**config.mk**
```make
export PLATFORM = sky130hd
export DESIGN_NAME = xlate_result_reg
export DESIGN_NICKNAME = d
export VERILOG_FILES = /design/src/rtl/xlr_pkg.sv /design/src/rtl/xlr_decode.sv /design/src/rtl/xlr_format.sv /design/src/rtl/xlr_req_ctrl.sv /design/src/rtl/xlate_result_reg.sv
export SDC_FILE = /design/constraint.sdc
export NUM_CORES = 1
export LEC_CHECK = 0
export CAP_MARGIN = 25
export CORE_UTILIZATION = 40
export DETAILED_ROUTE_END_ITERATION = 7
export PLACE_DENSITY = 0.8
export SLEW_MARGIN = 30
export SYNTH_ARGS = -nofsm -noshare
export SYNTH_HDL_FRONTEND = slang
export SYNTH_SLANG_ARGS = --single-unit
export TNS_END_PERCENT = 100
```
**constraint.sdc**
```tcl
create_clock -name clk -period 2.7 [get_ports clk]
set_clock_uncertainty 0.15 [all_clocks]
set_input_delay 0.675 -clock clk [delete_from_list [all_inputs] [get_ports clk]]
set_output_delay 0.675 -clock clk [all_outputs]
set_load 0.1 [all_outputs]
```
**src/rtl/xlr_pkg.sv**
```systemverilog
package xlr_pkg;

   typedef enum logic [1:0] {
      ST_IDLE = 2'd0,
      ST_REQ  = 2'd1,
      ST_RSP  = 2'd2
   } xl_state_e;

   typedef struct packed {
      logic load_par;
      logic start;
      logic illegal;
      logic read_par;
   } acc_dec_s;

endpackage

```
**src/rtl/xlr_decode.sv**
```systemverilog
module xlr_decode
   import xlr_pkg::*;
#(
   parameter int OP1_W     = 3,
   parameter int CRM_W     = 4,
   parameter int OP2_W     = 3,
   parameter int CRM_PAR   = 4,
   parameter int CRM_XLATE = 8
) (
   input  logic             fire,
   input  logic             write,
   input  logic [OP1_W-1:0] op1,
   input  logic [CRM_W-1:0] crm,
   input  logic [OP2_W-1:0] op2,
   output acc_dec_s         dec
);
   localparam logic [CRM_W-1:0] SEL_PAR   = CRM_W'(CRM_PAR);
   localparam logic [CRM_W-1:0] SEL_XLATE = CRM_W'(CRM_XLATE);

   generate
      if (OP2_W < 3) begin : g_bad_op2
         $error("xlr_decode: OP2_W must be at least 3");
      end
      if (CRM_PAR == CRM_XLATE) begin : g_bad_sel
         $error("xlr_decode: selectors must differ");
      end
   endgenerate

   logic grp_ok;
   logic hit_par;
   logic hit_xl;
   logic secure_var;

   always_comb begin
      grp_ok     = (op1 == '0);
      hit_par    = (crm == SEL_PAR);
      hit_xl     = (crm == SEL_XLATE);
      secure_var = op2[2];
      dec.illegal  = fire && (!grp_ok || (write && hit_xl && secure_var));
      dec.load_par = fire && grp_ok && write && hit_par;
      dec.start    = fire && grp_ok && write && hit_xl && !secure_var;
      dec.read_par = fire && grp_ok && !write && hit_par && (op2 == '0);
   end
endmodule

```
**src/rtl/xlr_format.sv**
```systemverilog
module xlr_format #(
   parameter int DATA_W      = 32,
   parameter int FS_W        = 5,
   parameter int PAGE_SHIFT  = 12,
   parameter int SUPER_SHIFT = 24,
   parameter bit NEWER_ARCH  = 1'b1
) (
   input  logic [DATA_W-1:0] wdata,
   input  logic [DATA_W-1:0] rsp_pa,
   input  logic              rsp_super,
   input  logic              rsp_fault,
   input  logic [FS_W-1:0]   rsp_status,
   output logic [DATA_W-1:0] wr_masked,
   output logic [DATA_W-1:0] xl_result
);
   localparam logic [DATA_W-1:0] PAGE_MASK  = ~((DATA_W'(1) << PAGE_SHIFT) - DATA_W'(1));
   localparam logic [DATA_W-1:0] SUPER_MASK = ~((DATA_W'(1) << SUPER_SHIFT) - DATA_W'(1));
   localparam int FLT_LO_W = 4;

   generate
      if (DATA_W != 32) begin : g_bad_w
         $error("xlr_format: DATA_W must be 32");
      end
      if (FS_W != 5) begin : g_bad_fs
         $error("xlr_format: FS_W must be 5");
      end
      if (SUPER_SHIFT <= PAGE_SHIFT || SUPER_SHIFT >= DATA_W) begin : g_bad_shift
         $error("xlr_format: SUPER_SHIFT must lie above PAGE_SHIFT");
      end
   endgenerate

   logic [DATA_W-1:0] page_fmt;
   logic [DATA_W-1:0] super_fmt;
   logic [DATA_W-1:0] fault_fmt;
   logic [DATA_W-1:0] ok_fmt;

   // writable-bit mask and supersection option differ per architecture level
   generate
      if (NEWER_ARCH) begin : g_newer
         localparam logic [DATA_W-1:0] WMASK =
            ~((DATA_W'(1) << 8) | (DATA_W'(1) << 11));
         assign wr_masked = wdata & WMASK;
         assign super_fmt = (rsp_pa & SUPER_MASK) | (DATA_W'(1) << 1);
         assign ok_fmt    = rsp_super ? super_fmt : page_fmt;
      end else begin : g_base
         localparam logic [DATA_W-1:0] WMASK =
            ~((DATA_W'(1) << 9) | (DATA_W'(1) << 10) | (DATA_W'(1) << 11));
         assign wr_masked = wdata & WMASK;
         assign super_fmt = '0;
         assign ok_fmt    = page_fmt;
      end
   endgenerate

   always_comb begin
      page_fmt  = rsp_pa & PAGE_MASK;
      fault_fmt = '0;
      fault_fmt[0]          = 1'b1;
      fault_fmt[FLT_LO_W:1] = rsp_status[FLT_LO_W-1:0];
      fault_fmt[6]          = rsp_status[FS_W-1];
      xl_result = rsp_fault ? fault_fmt : ok_fmt;
   end
endmodule

```
**src/rtl/xlr_req_ctrl.sv**
```systemverilog
module xlr_req_ctrl
   import xlr_pkg::*;
#(
   parameter int DATA_W = 32
) (
   input  logic              clk,
   input  logic              rst_n,
   input  logic              start,
   input  logic [DATA_W-1:0] start_va,
   input  logic              start_user,
   input  logic              start_write,
   output logic              busy,
   output logic              req_valid,
   input  logic              req_ready,
   output logic [DATA_W-1:0] req_va,
   output logic              req_user,
   output logic              req_write,
   input  logic              rsp_valid,
   output logic              rsp_ready,
   output logic              rsp_fire
);
   xl_state_e state_q, state_d;

   always_comb begin
      state_d = state_q;
      unique case (state_q)
         ST_IDLE: if (start)     state_d = ST_REQ;
         ST_REQ:  if (req_ready) state_d = ST_RSP;
         ST_RSP:  if (rsp_valid) state_d = ST_IDLE;
         default:                state_d = ST_IDLE;
      endcase
   end

   always_ff @(posedge clk) begin
      if (!rst_n) begin
         state_q   <= ST_IDLE;
         req_va    <= '0;
         req_user  <= 1'b0;
         req_write <= 1'b0;
      end else begin
         state_q <= state_d;
         if (start && state_q == ST_IDLE) begin
            req_va    <= start_va;
            req_user  <= start_user;
            req_write <= start_write;
         end
      end
   end

   assign busy      = (state_q != ST_IDLE);
   assign req_valid = (state_q == ST_REQ);
   assign rsp_ready = (state_q == ST_RSP);
   assign rsp_fire  = rsp_ready && rsp_valid;

   // an offered request stays put until it is taken
   assert_req_hold_R4: assert property (@(posedge clk) disable iff (!rst_n)
      (req_valid && !req_ready) |=> (req_valid && $stable(req_va)
                                     && $stable(req_user) && $stable(req_write)));

   // no new translation may start while one is in flight
   assert_no_restart_busy_R11: assert property (@(posedge clk) disable iff (!rst_n)
      (busy && !rsp_fire) |=> busy);
endmodule

```
**src/rtl/xlate_result_reg.sv**
```systemverilog
module xlate_result_reg
   import xlr_pkg::*;
#(
   parameter int DATA_W      = 32,
   parameter int OP1_W       = 3,
   parameter int CRM_W       = 4,
   parameter int OP2_W       = 3,
   parameter int FS_W        = 5,
   parameter int PAGE_SHIFT  = 12,
   parameter int SUPER_SHIFT = 24,
   parameter int CRM_PAR     = 4,
   parameter int CRM_XLATE   = 8,
   parameter bit NEWER_ARCH  = 1'b1
) (
   input  logic              clk,
   input  logic              rst_n,
   input  logic              acc_valid,
   input  logic              acc_write,
   input  logic [OP1_W-1:0]  acc_op1,
   input  logic [CRM_W-1:0]  acc_crm,
   input  logic [OP2_W-1:0]  acc_op2,
   input  logic [DATA_W-1:0] acc_wdata,
   output logic [DATA_W-1:0] acc_rdata,
   output logic              acc_busy,
   output logic              acc_illegal,
   output logic              xl_req_valid,
   input  logic              xl_req_ready,
   output logic [DATA_W-1:0] xl_req_va,
   output logic              xl_req_user,
   output logic              xl_req_write,
   input  logic              xl_rsp_valid,
   output logic              xl_rsp_ready,
   input  logic [DATA_W-1:0] xl_rsp_pa,
   input  logic              xl_rsp_super,
   input  logic              xl_rsp_fault,
   input  logic [FS_W-1:0]   xl_rsp_status
);
   acc_dec_s          dec;
   logic              fire;
   logic              rsp_fire;
   logic [DATA_W-1:0] wr_masked;
   logic [DATA_W-1:0] xl_result;
   logic [DATA_W-1:0] par_q;
   logic              illegal_q;

   assign fire = acc_valid && !acc_busy;

   xlr_decode #(
      .OP1_W(OP1_W), .CRM_W(CRM_W), .OP2_W(OP2_W),
      .CRM_PAR(CRM_PAR), .CRM_XLATE(CRM_XLATE)
   ) u_decode (
      .fire (fire),
      .write(acc_write),
      .op1  (acc_op1),
      .crm  (acc_crm),
      .op2  (acc_op2),
      .dec  (dec)
   );

   xlr_format #(
      .DATA_W(DATA_W), .FS_W(FS_W), .PAGE_SHIFT(PAGE_SHIFT),
      .SUPER_SHIFT(SUPER_SHIFT), .NEWER_ARCH(NEWER_ARCH)
   ) u_format (
      .wdata     (acc_wdata),
      .rsp_pa    (xl_rsp_pa),
      .rsp_super (xl_rsp_super),
      .rsp_fault (xl_rsp_fault),
      .rsp_status(xl_rsp_status),
      .wr_masked (wr_masked),
      .xl_result (xl_result)
   );

   xlr_req_ctrl #(.DATA_W(DATA_W)) u_ctrl (
      .clk        (clk),
      .rst_n      (rst_n),
      .start      (dec.start),
      .start_va   (acc_wdata),
      .start_user (acc_op2[1]),
      .start_write(acc_op2[0]),
      .busy       (acc_busy),
      .req_valid  (xl_req_valid),
      .req_ready  (xl_req_ready),
      .req_va     (xl_req_va),
      .req_user   (xl_req_user),
      .req_write  (xl_req_write),
      .rsp_valid  (xl_rsp_valid),
      .rsp_ready  (xl_rsp_ready),
      .rsp_fire   (rsp_fire)
   );

   always_ff @(posedge clk) begin
      if (!rst_n) begin
         par_q     <= '0;
         illegal_q <= 1'b0;
      end else begin
         illegal_q <= dec.illegal;
         if (rsp_fire)          par_q <= xl_result;
         else if (dec.load_par) par_q <= wr_masked;
      end
   end

   assign acc_illegal = illegal_q;
   assign acc_rdata   = dec.read_par ? par_q : '0;

   // an illegal access leaves the result untouched
   assert_illegal_keeps_par_R2: assert property (@(posedge clk) disable iff (!rst_n)
      dec.illegal |=> $stable(par_q));

   // the result holds through busy cycles without a response
   assert_busy_holds_par_R11: assert property (@(posedge clk) disable iff (!rst_n)
      (acc_busy && !(xl_rsp_valid && xl_rsp_ready)) |=> $stable(par_q));

   // fault results carry the abort flag and clear reserved bits
   assert_fault_format_R8: assert property (@(posedge clk) disable iff (!rst_n)
      (xl_rsp_valid && xl_rsp_ready && xl_rsp_fault)
      |=> (par_q[0] && !par_q[5] && par_q[DATA_W-1:7] == '0));

   // page results have an empty low field
   assert_page_low_clear_R6: assert property (@(posedge clk) disable iff (!rst_n)
      (xl_rsp_valid && xl_rsp_ready && !xl_rsp_fault && !xl_rsp_super)
      |=> (par_q[PAGE_SHIFT-1:0] == '0));
endmodule

```
==> results.py <==
metrics = {
    "outcome": {
        "status": "complete, but fails checks",
        "violations": "setup timing",
    },
    "detailed_routing": {
        "routed_wl_um": 9460,
        "initialDrtViolationCount": 101,
        "firstDrtPassIters": 5,
        "drc": 0,
        "ant_nets": 0,
        "post_drt_via_cell_ratio": 5.11,
        "wire_per_inst_um": 15.3,
        "vias": 3153,
    },
    "global_routing": {
        "grt_pass1_wl_um": 15100,
        "grt-ovfl-total": 0,
        "antenna_found_initial": 0,
        "use_met1_pct": 27.3,
        "use_met3_pct": 5.33,
        "grt_start_max_net_pins": 40,
        "grt_pass1_vias": 3139,
        "track_usage_pct": 23.4,
        "grt_util_met2_pct": 41.5,
        "busiest_layer": "met2",
    },
    "logic_synthesis": {
        "ys_ff_latch": 67,
        "ys_warn_count": 0,
        "yosys-top-cells-area": "dfxtp_1, nand2_1, mux2i_1",
        "synth.distinct_cells": 35,
        "synthCells": 361,
        "ys_seq_area_share_pct": 43.6,
        "syn_area_um2": 3080,
        "synth_largest_area_cell": "dfxtp_1",
        "ys.flop_type": "dfxtp_1",
        "synth_async_sr_flop_share_pct": 0,
        "synth.top_cell.area_share_pct": 43.6,
        "synth-edff-count": 0,
        "avgSynthCellArea_um2": 8.53,
    },
    "floorplanning": {
        "rows": 31,
        "dieArea_um2": 8050,
        "core_um2": 7330,
        "initial_core_util_pct": 42.0,
        "die_y_um": 89.7,
        "ioPinCount": 157,
        "die_w_um": 89.7,
    },
    "worst_hold_path": {
        "whs_path_depth": 2,
        "hold_path_end": "par_q[9]$_SDFFE_PN0P_",
        "hold_path_class": "flop to flop",
        "hold_start": "par_q[9]$_SDFFE_PN0P_",
    },
    "critical_path": {
        "r2r-end": "u_ctrl.req_va[14]$_SDFFE_PN0P_",
        "r2r_cells": 7,
        "cp.arrival_ns": 2.02,
        "r2r_setup_slack_ns": 0.72,
        "critPathCaptureType": "output port",
        "critPathKind": "primary input to output port",
        "critPathMaxFanout": 5,
        "cp.required_ns": 1.88,
        "timing.rr.start": "u_ctrl.state_q[1]$_SDFFE_PN0P_",
        "startpoint_type": "primary input",
    },
    "sta": {
        "relSlewSlack_pct": 62.8,
        "worst_pin_slew_ns": 0.557,
        "setup_ws_ns": -0.145,
        "holdWs_ns": 0.304,
        "hold_viol": 0,
        "slew_violations": 0,
        "setup_viol": 29,
        "rsz0062_at_grt": "yes",
        "period_share_pct": 105,
        "finalCriticalPeriod_ns": 2.85,
        "max_freq_mhz": 351,
    },
    "final_layout": {
        "area_growth_syn_to_layout_pct": 70.0,
        "nets": 601,
        "fin_cells": 617,
        "regArea_um2": 1340,
        "multiInputGateArea_um2": 1680,
        "drive_above_1_share_pct": 31.5,
        "fillers": 558,
        "n_antenna_cell": 0,
        "post-route-cell-area_um2": 5240,
    },
    "clock_network": {
        "htreeDepth": 3,
        "cts_root_buffer": "clkbuf_8",
        "ctsLongestPathBuffers": 2,
        "cts_tree": "done",
        "cts_made_buffers": 9,
        "cts_sinks": 67,
        "worstSkewPairLatency_ns": 0.34,
        "path_clk_slew_ns": 0.07,
        "postCtsHoldBufs": 0,
    },
    "place": {
        "dp_hpwl_um": 6760,
        "placed_area_um2": 4960,
        "placed_cells": 594,
        "port_buffers": 142,
        "place_congestion": 0.729,
        "pre_cts_ws_ns": -0.456,
    },
    "power_and_ir_drop": {
        "irDropWorstVdd_uv": 310,
        "total_power_mw": 2.13,
        "power_density_nw_per_um2": 407,
        "leakagePower_nw": 2.08,
    },
    "flow_run": {
        "max_cap_violations": 0,
    },
}
[cell usage after synthesis, types with 2 or more instances]
cell,instances
nand2_1,98
dfxtp_1,67
a21oi_1,35
mux2i_1,34
and2_1,29
clkbuf_1,12
nand3_1,12
o2bb2ai_1,12
buf_2,9
a311oi_1,8
o211ai_1,6
inv_1,5
buf_4,4
buf_6,3
nor2_1,3
nor2b_1,2
nor3_2,2
nor3b_1,2
nor4_1,2
[power by group]
part           internal (mW)  switching [mW]  total (mW)
combinational          0.115          0.0981       0.213
clock                  0.541           0.383       0.924
sequential             0.990         0.00107       0.991
total                   1.65           0.482        2.13
[sequential cells by signal, summed over array words and instances (netlist names)]
signal and cells:
u_ctrl.req_user 1, par_q 30, u_ctrl.req_write 1, u_ctrl.state_q 2
u_ctrl.req_va 32, acc_illegal 1
[cell usage in the layout (no fill, tap or decap), types with 2 or more instances in the layout]
cell type        instances
a21oi_1                 34
a311oi_1                 8
and2_4                  29
buf_12                  32
buf_2                    3
buf_4                   61
buf_6                    6
bufinv_16                2
clkbuf_2                 4
clkbuf_8                10
clkdlybuf4s15_1          2
clkdlybuf4s50_1         61
clkinvlp_4               2
conb_1                   2
dfxtp_1                 66
inv_1                    5
mux2i_1                 34
nand2_1                 96
nand2_2                  2
nand3_1                 12
nor2_1                   3
nor2b_1                  2
nor3_4                   2
o211ai_1                 6
o2bb2ai_1               12
[cells by family after synthesis]
| family | synth area share, % |
|---|---|
| muxes | 11.4 |
| AOI/OAI and AO/OA | 13.8 |
| and+or+nand+nor | 24.7 |
| other | 0.122 |
| buffers and inverters | 6.38 |
| DFF | 43.6 |
[worst max-delay path, stage by stage]
cell	delay, ns
buf_6	0.10
nor4b_4	0.30
nand2_2	0.12
nor3_4	0.22
buf_6	0.16
buf_6	0.12
and2_4	0.15
buf_12	0.16
[area by class of cell]
cell class	count	share of cell area, %
clock inverter	4	1.43
inverter	6	0.430
clock buffer	11	2.70
tap	99	2.37
timing repair buffer	171	35.4
multi-input combinational	259	32.0
sequential	67	25.6
[per-layer routing]
layer | share of wire (%) | routed length, um | vias to the layer above
met5 | 0 | 0 | -
met4 | 1.7 | 157 | 0
met3 | 6.6 | 629 | 17
met2 | 50 | 4730 | 128
met1 | 42 | 3950 | 1482
li1 | - | - | 1526
[repair_timing]
action / 4_1_cts / 5_1_grt
gates resized for setup: 34 / 12
cloned: 2 / 0
buffers inserted: 12 / 1
setup endpoints to repair: 30 / 30
pin swaps: 16 / 11
[through the flow]
| step | setup TNS (ns) | util, % |
|---|---|---|
| 2_1_floorplan | -0.712 | - |
| 3_5_place_dp | -13.30 | 67.7 |
| 6_report | -2.98 | 71.4 |
| 3_3_place_gp | -12.67 | 67.7 |
| 5_1_grt | -4.26 | 71.4 |
| 4_1_cts | -6.26 | 72.8 |
[worst max path at each step]
stage                    end        from  cells past startpoint  slack (ns)
5_1_grt         acc_rdata[3]  acc_crm[0]                      8       -0.18
2_1_floorplan   acc_rdata[1]  acc_op1[1]                      3       -0.23
3_3_place_gp    acc_rdata[0]  acc_crm[3]                      7       -0.43
3_5_place_dp   acc_rdata[17]  acc_crm[3]                      7       -0.46
6_report        acc_rdata[0]  acc_crm[0]                      8       -0.15
4_1_cts        acc_rdata[18]  acc_crm[1]                      9       -0.25
Note: power is estimated with default switching activity, not from simulation.
